[config.mk]
export PLATFORM = sky130hd
export DESIGN_NAME = cmd_replay_store
export DESIGN_NICKNAME = d
export VERILOG_FILES = /design/src/rtl/crm_pkg.sv /design/src/rtl/crm_store.sv /design/src/rtl/crm_reader.sv /design/src/rtl/crm_regs.sv /design/src/rtl/cmd_replay_store.sv
export SDC_FILE = /design/constraint.sdc
export NUM_CORES = 1
export LEC_CHECK = 0
export BUFFER_PORTS_ARGS = -buffer_cell sky130_fd_sc_hd__buf_4
export CAP_MARGIN = 20
export CORE_MARGIN = 8
export CORE_UTILIZATION = 35
export DETAILED_ROUTE_END_ITERATION = 8
export GPL_TIMING_DRIVEN = 0
export MAX_ROUTING_LAYER = met4
export PLACE_DENSITY = 0.54
export SYNTH_ARGS = -nofsm -noshare
export SYNTH_HDL_FRONTEND = slang
export SYNTH_HIERARCHICAL = 1
export SYNTH_SLANG_ARGS = --single-unit
[constraint.sdc]
create_clock -name clk -period 3.9 [get_ports clk]
set_input_delay 0.585 -clock clk [delete_from_list [all_inputs] [get_ports clk]]
set_output_delay 0.585 -clock clk [all_outputs]
set_load 0.005 [all_outputs]
[src/rtl/crm_pkg.sv]
package crm_pkg;
   localparam int REG_AW = 3;
   localparam int BUS_W  = 32;
   localparam int CMD_W  = 16;

   typedef enum logic [REG_AW-1:0] {
      OFS_CTRL  = 3'd0,
      OFS_CLEAR = 3'd1,
      OFS_GEOM  = 3'd2,
      OFS_STAT  = 3'd3,
      OFS_CPUSH = 3'd4,
      OFS_DPUSH = 3'd5
   } crm_ofs_e;
endpackage

[src/rtl/crm_store.sv]
module crm_store #(
   parameter int W  = 16,
   parameter int AW = 4
) (
   input  logic          clk,
   input  logic          rst_n,
   input  logic          flush,
   input  logic          push,
   input  logic [W-1:0]  push_word,
   input  logic [AW-1:0] rd_idx,
   output logic [W-1:0]  rd_word,
   output logic [AW:0]   count,
   output logic          overflow
);
   localparam int DEPTH = 1 << AW;
   localparam logic [AW:0] FULL_LVL = (AW+1)'(DEPTH);

   generate
      if (AW < 1 || AW > 8) begin : g_bad_aw
         $error("crm_store: AW must be 1..8");
      end
      if (W < 1) begin : g_bad_w
         $error("crm_store: W must be positive");
      end
   endgenerate

   logic [W-1:0] mem [DEPTH];
   logic         full;

   assign full = (count == FULL_LVL);

   always_ff @(posedge clk) begin
      if (!rst_n || flush) begin
         count    <= '0;
         overflow <= 1'b0;
      end else if (push) begin
         if (full) overflow <= 1'b1;
         else      count    <= count + 1'b1;
      end
   end

   always_ff @(posedge clk) begin
      if (rst_n && !flush && push && !full)
         mem[count[AW-1:0]] <= push_word;
   end

   assign rd_word = mem[rd_idx];
endmodule

[src/rtl/crm_reader.sv]
module crm_reader #(
   parameter int AW = 4
) (
   input  logic          clk,
   input  logic          rst_n,
   input  logic          start,
   input  logic          run,
   input  logic [AW:0]   count,
   input  logic          ready,
   output logic          valid,
   output logic [AW-1:0] idx,
   output logic [AW:0]   rp,
   output logic          exhausted
);
   assign exhausted = (rp >= count);
   assign valid     = run && !exhausted;
   assign idx       = rp[AW-1:0];

   always_ff @(posedge clk) begin
      if (!rst_n)             rp <= '0;
      else if (start)         rp <= '0;
      else if (valid && ready) rp <= rp + 1'b1;
   end
endmodule

[src/rtl/crm_regs.sv]
module crm_regs
   import crm_pkg::*;
#(
   parameter int CMD_AW  = 4,
   parameter int DATA_AW = 4
) (
   input  logic              clk,
   input  logic              rst_n,
   input  logic              we,
   input  logic [REG_AW-1:0] waddr,
   input  logic              wbit0,
   input  logic [REG_AW-1:0] raddr,
   input  logic              cmd_ovf,
   input  logic              tx_ovf,
   input  logic              busy,
   output logic              en,
   output logic              clear_q,
   output logic              cmd_push,
   output logic              tx_push,
   output logic [BUS_W-1:0]  rdata
);
   crm_ofs_e wsel, rsel;
   assign wsel = crm_ofs_e'(waddr);
   assign rsel = crm_ofs_e'(raddr);

   assign cmd_push = we && (wsel == OFS_CPUSH);
   assign tx_push  = we && (wsel == OFS_DPUSH);

   always_ff @(posedge clk) begin
      if (!rst_n) begin
         en      <= 1'b0;
         clear_q <= 1'b0;
      end else if (we) begin
         if (wsel == OFS_CTRL)  en      <= wbit0;
         if (wsel == OFS_CLEAR) clear_q <= wbit0;
      end
   end

   always_comb begin
      rdata = '0;
      case (rsel)
         OFS_CTRL:  rdata[0] = en;
         OFS_CLEAR: rdata[0] = clear_q;
         OFS_GEOM:  rdata[15:0] = {8'(DATA_AW), 8'(CMD_AW)};
         OFS_STAT:  rdata[2:0] = {busy, tx_ovf, cmd_ovf};
         default:   rdata = '0;
      endcase
   end
endmodule

[src/rtl/cmd_replay_store.sv]
module cmd_replay_store
   import crm_pkg::*;
#(
   parameter int CMD_AW  = 4,
   parameter int DATA_AW = 4,
   parameter int DATA_W  = 32
) (
   input  logic              clk,
   input  logic              rst_n,
   input  logic              reg_we,
   input  logic [2:0]        reg_waddr,
   input  logic [31:0]       reg_wdata,
   input  logic [2:0]        reg_raddr,
   output logic [31:0]       reg_rdata,
   input  logic              trigger,
   output logic              cmd_valid,
   input  logic              cmd_ready,
   output logic [15:0]       cmd_word,
   output logic              tx_valid,
   input  logic              tx_ready,
   output logic [DATA_W-1:0] tx_word
);
   generate
      if (DATA_W < 1 || DATA_W > BUS_W) begin : g_bad_dw
         $error("cmd_replay_store: DATA_W must be 1..BUS_W");
      end
   endgenerate

   logic              en, clear_q, cmd_push, tx_push, busy;
   logic              cmd_ovf, tx_ovf;
   logic [CMD_AW:0]   cmd_count, cmd_rp;
   logic [DATA_AW:0]  tx_count, tx_rp;
   logic [CMD_AW-1:0] cmd_idx;
   logic [DATA_AW-1:0] tx_idx;
   logic              cmd_exh, tx_exh, start, run;
   logic [DATA_W-1:0] tx_push_word;

   generate
      if (DATA_W == BUS_W) begin : g_full_dw
         assign tx_push_word = reg_wdata;
      end else begin : g_narrow_dw
         assign tx_push_word = reg_wdata[DATA_W-1:0];
      end
   endgenerate

   crm_regs #(.CMD_AW(CMD_AW), .DATA_AW(DATA_AW)) u_regs (
      .clk(clk), .rst_n(rst_n), .we(reg_we), .waddr(reg_waddr),
      .wbit0(reg_wdata[0]), .raddr(reg_raddr), .cmd_ovf(cmd_ovf),
      .tx_ovf(tx_ovf), .busy(busy), .en(en), .clear_q(clear_q),
      .cmd_push(cmd_push), .tx_push(tx_push), .rdata(reg_rdata)
   );

   crm_store #(.W(CMD_W), .AW(CMD_AW)) u_cmd_mem (
      .clk(clk), .rst_n(rst_n), .flush(clear_q), .push(cmd_push),
      .push_word(reg_wdata[CMD_W-1:0]), .rd_idx(cmd_idx), .rd_word(cmd_word),
      .count(cmd_count), .overflow(cmd_ovf)
   );

   crm_store #(.W(DATA_W), .AW(DATA_AW)) u_tx_mem (
      .clk(clk), .rst_n(rst_n), .flush(clear_q), .push(tx_push),
      .push_word(tx_push_word), .rd_idx(tx_idx), .rd_word(tx_word),
      .count(tx_count), .overflow(tx_ovf)
   );

   assign run   = busy && !clear_q;
   assign start = trigger && en && !busy && !clear_q && (cmd_count != '0);

   crm_reader #(.AW(CMD_AW)) u_cmd_rd (
      .clk(clk), .rst_n(rst_n), .start(start), .run(run), .count(cmd_count),
      .ready(cmd_ready), .valid(cmd_valid), .idx(cmd_idx), .rp(cmd_rp),
      .exhausted(cmd_exh)
   );

   crm_reader #(.AW(DATA_AW)) u_tx_rd (
      .clk(clk), .rst_n(rst_n), .start(start), .run(run), .count(tx_count),
      .ready(tx_ready), .valid(tx_valid), .idx(tx_idx), .rp(tx_rp),
      .exhausted(tx_exh)
   );

   always_ff @(posedge clk) begin
      if (!rst_n || clear_q)       busy <= 1'b0;
      else if (start)              busy <= 1'b1;
      else if (cmd_exh && tx_exh)  busy <= 1'b0;
   end
endmodule

==> flow_summary_export.csv <==
group,metric,value,unit
sta,tns,0,ns
final_layout,diodes,0,
setup_path,end_kind,"output port",
drt,wl_per_cell,23.92,µm
die,fp.dieW,312.7,µm
clock_tree,clock_path_buffers,3,
setup_path,critPathLaunchType,"register",
logic_synthesis,syn_area_per_cell,21.24,µm²
sta,fin_skew,0.02712,ns
min_path,hold_class,"in2reg",
clock_tree,clock_latency,0.63,ns
final_layout,fillers,7718,
die,ioPinCount,126,
final_layout,regArea,0.02356,mm²
final_layout,syn_to_final_growth,17.99,%
placement,dp_cells,2768,
placement,hpwlAfterDp,45360,µm
sta,fin_crit_sh,97.30,%
setup_path,r2r_slack,1.42,ns
pwr,p_leak,11.29,nW
clock_tree,cts_root_buf,"clkbuf_16",
setup_path,slowest_stage,"buf_1",
clock_tree,cts_hold_buf,0,
setup_path,rr_startpoint,"u_tx_mem/count[0]",
die,die_h,312.7,µm
logic_synthesis,synthCells,1451,
sta,finalSetupViolCount,0,
final_layout,multi_input_area,0.006853,mm²
setup_path,worstPathCellList,"buf_2 -> buf_1 -> mux4_2 -> a22oi_1 -> nand2_1 -> buf_4",
sta,layout_min_cycle_time,3.795,ns
sta,timing.slew.headroom,34.13,%
clock_tree,cts.sinks,793,
drt,vias_per_cell,5.147,
global_route,grt_max_degree,34,
placement,placed_area,0.03378,mm²
drt,drt_wl_total,69720,µm
global_route,grt_pass1_vias,15870,
final_layout,instances_no_fill,2915,
global_route,grt_first_pass_wirelength,104100,µm
drt,ant_nets,0,
logic_synthesis,synth_area,0.03082,mm²
setup_path,path_buf_inv,3,
drt,num_vias,15000,
setup_path,crit_arrival,3.21,ns
min_path,holdPathEnd,"u_tx_mem/mem[8][20]",
clock_tree,htree_levels,3,
final_layout,mostFrequentLayoutCell,"edfxtp_1",
global_route,grt_use_total,14.51,%
setup_path,crit_path_max_fanout,10,
final_layout,layout_common_cells,"edfxtp_1, mux4_2, buf_4, a22oi_1, clkbuf_16",
final_layout,finish.utilization,41.40,%
drt,drt_iter0_drc,1325,
drt,first_pass_iters,5,
final_layout,nets,1751,
die,floorplan.die_area,0.09780,mm²
pwr,finalPower,16.99,mW
clock_tree,path_clk_slew,0.06,ns
placement,dp_slack,0.6516,ns
global_route,grt_remaining_overflow,0,
clock_tree,numCtsBuffers,82,
die,initial_core_util,35.09,%
setup_path,reg2reg_depth,6,
sta,rsz0062_at_grt,"false",
sta,setup_ws,0.1055,ns
die,rows,109,
clock_tree,cts_tree,"yes",
sta,hold_viol,0,
sta,finalMaxSlewViolations,0,
placement,numPortBuffers,97,
setup_path,r2r-end,"u_tx_mem/mem[3][12]",
sta,hold_slack,0.2520,ns
pwr,p_per_area,467.3,mW/mm²
logic_synthesis,yosys_warnings,6,
pwr,peakVddDrop,263.4,µV
flow_run,cap_violations,0,
min_path,hold_depth,1,
setup_path,crit_required,3.31,ns
setup_path,crit_path_max_incr_delay,0.70,ns
setup_path,crit_type,"reg2out",
sta,worst_pin_slew,0.9881,ns
setup_path,cp_top_family,"buffers and inverters",
sta,fmax,263.5,MHz
min_path,hold_path.startpoint,"reg_wdata[20]",
die,coreArea,0.08783,mm²
placement,place.gp.congestion,0.7307,
final_layout,drive_above_1_share,29.66,%
global_route,antenna_found_initial,0,
drt,drc_errors,0,
final_layout,design_area,0.03636,mm²
outcome,outcome,"finished, final reports clean",
==> area by class of cell <==
type	count	share of cell area (%)
Multi-Input combinational cell	569	18.85
Clock buffer	103	5.974
Sequential cell	793	64.80
Inverter	22	0.2271
Buffer	94	1.569
Clock inverter	44	1.046
Timing Repair Buffer	125	3.524
Tap cell	1165	4.009
==> timing repair <==
| item | 4_1_cts | 5_1_grt |
|---|---|---|
| setup buffers | 0 | 0 |
| endpoints found under the setup margin | 3 | 3 |
| endpoints found under the hold margin | 0 | 0 |
| gates resized for setup | 3 | 5 |
==> flip-flops by register name, summed over array words and instances, names as in the netlist, 5 cells and up <==
register         count
u_tx_rd/rp           5
u_tx_mem/count       5
u_cmd_mem/count      5
u_cmd_mem/mem      256
u_cmd_rd/rp          5
u_tx_mem/mem       512
==> how the worst max path moves through the flow <==
stage | start | end | slack (ns) | depth (start not counted)
2_1_floorplan | reg_waddr[1] | u_tx_mem/mem[0][0] | 0.78 | 5
3_3_place_gp | reg_waddr[1] | u_tx_mem/mem[2][17] | -1.20 | 6
3_5_place_dp | u_tx_rd/rp[1] | tx_word[5] | 0.65 | 6
4_1_cts | u_tx_rd/rp[0] | tx_word[5] | 0.006 | 6
5_1_grt | u_tx_rd/rp[2] | tx_word[5] | 0.005 | 6
6_report | u_tx_rd/rp[1] | tx_word[8] | 0.11 | 6
==> layer usage <==
metal	wire length [µm]	track usage, %	vias to the layer above	share of wire, %
li1	-	-	6496	-
met1	30820	19.35	8000	44
met2	33760	23.02	400	48
met3	3689	2.575	108	5.3
met4	1444	3.935	0	2.1
met5	0	-	-	0
==> power breakdown <==
| group | total [mW] | switching (mW) | internal, mW |
|---|---|---|---|
| logic | 0.232 | 0.160 | 0.0713 |
| registers | 9.34 | 0.00356 | 9.34 |
| clock network | 7.42 | 3.13 | 4.29 |
No activity file was read; power rests on OpenSTA's default activity.
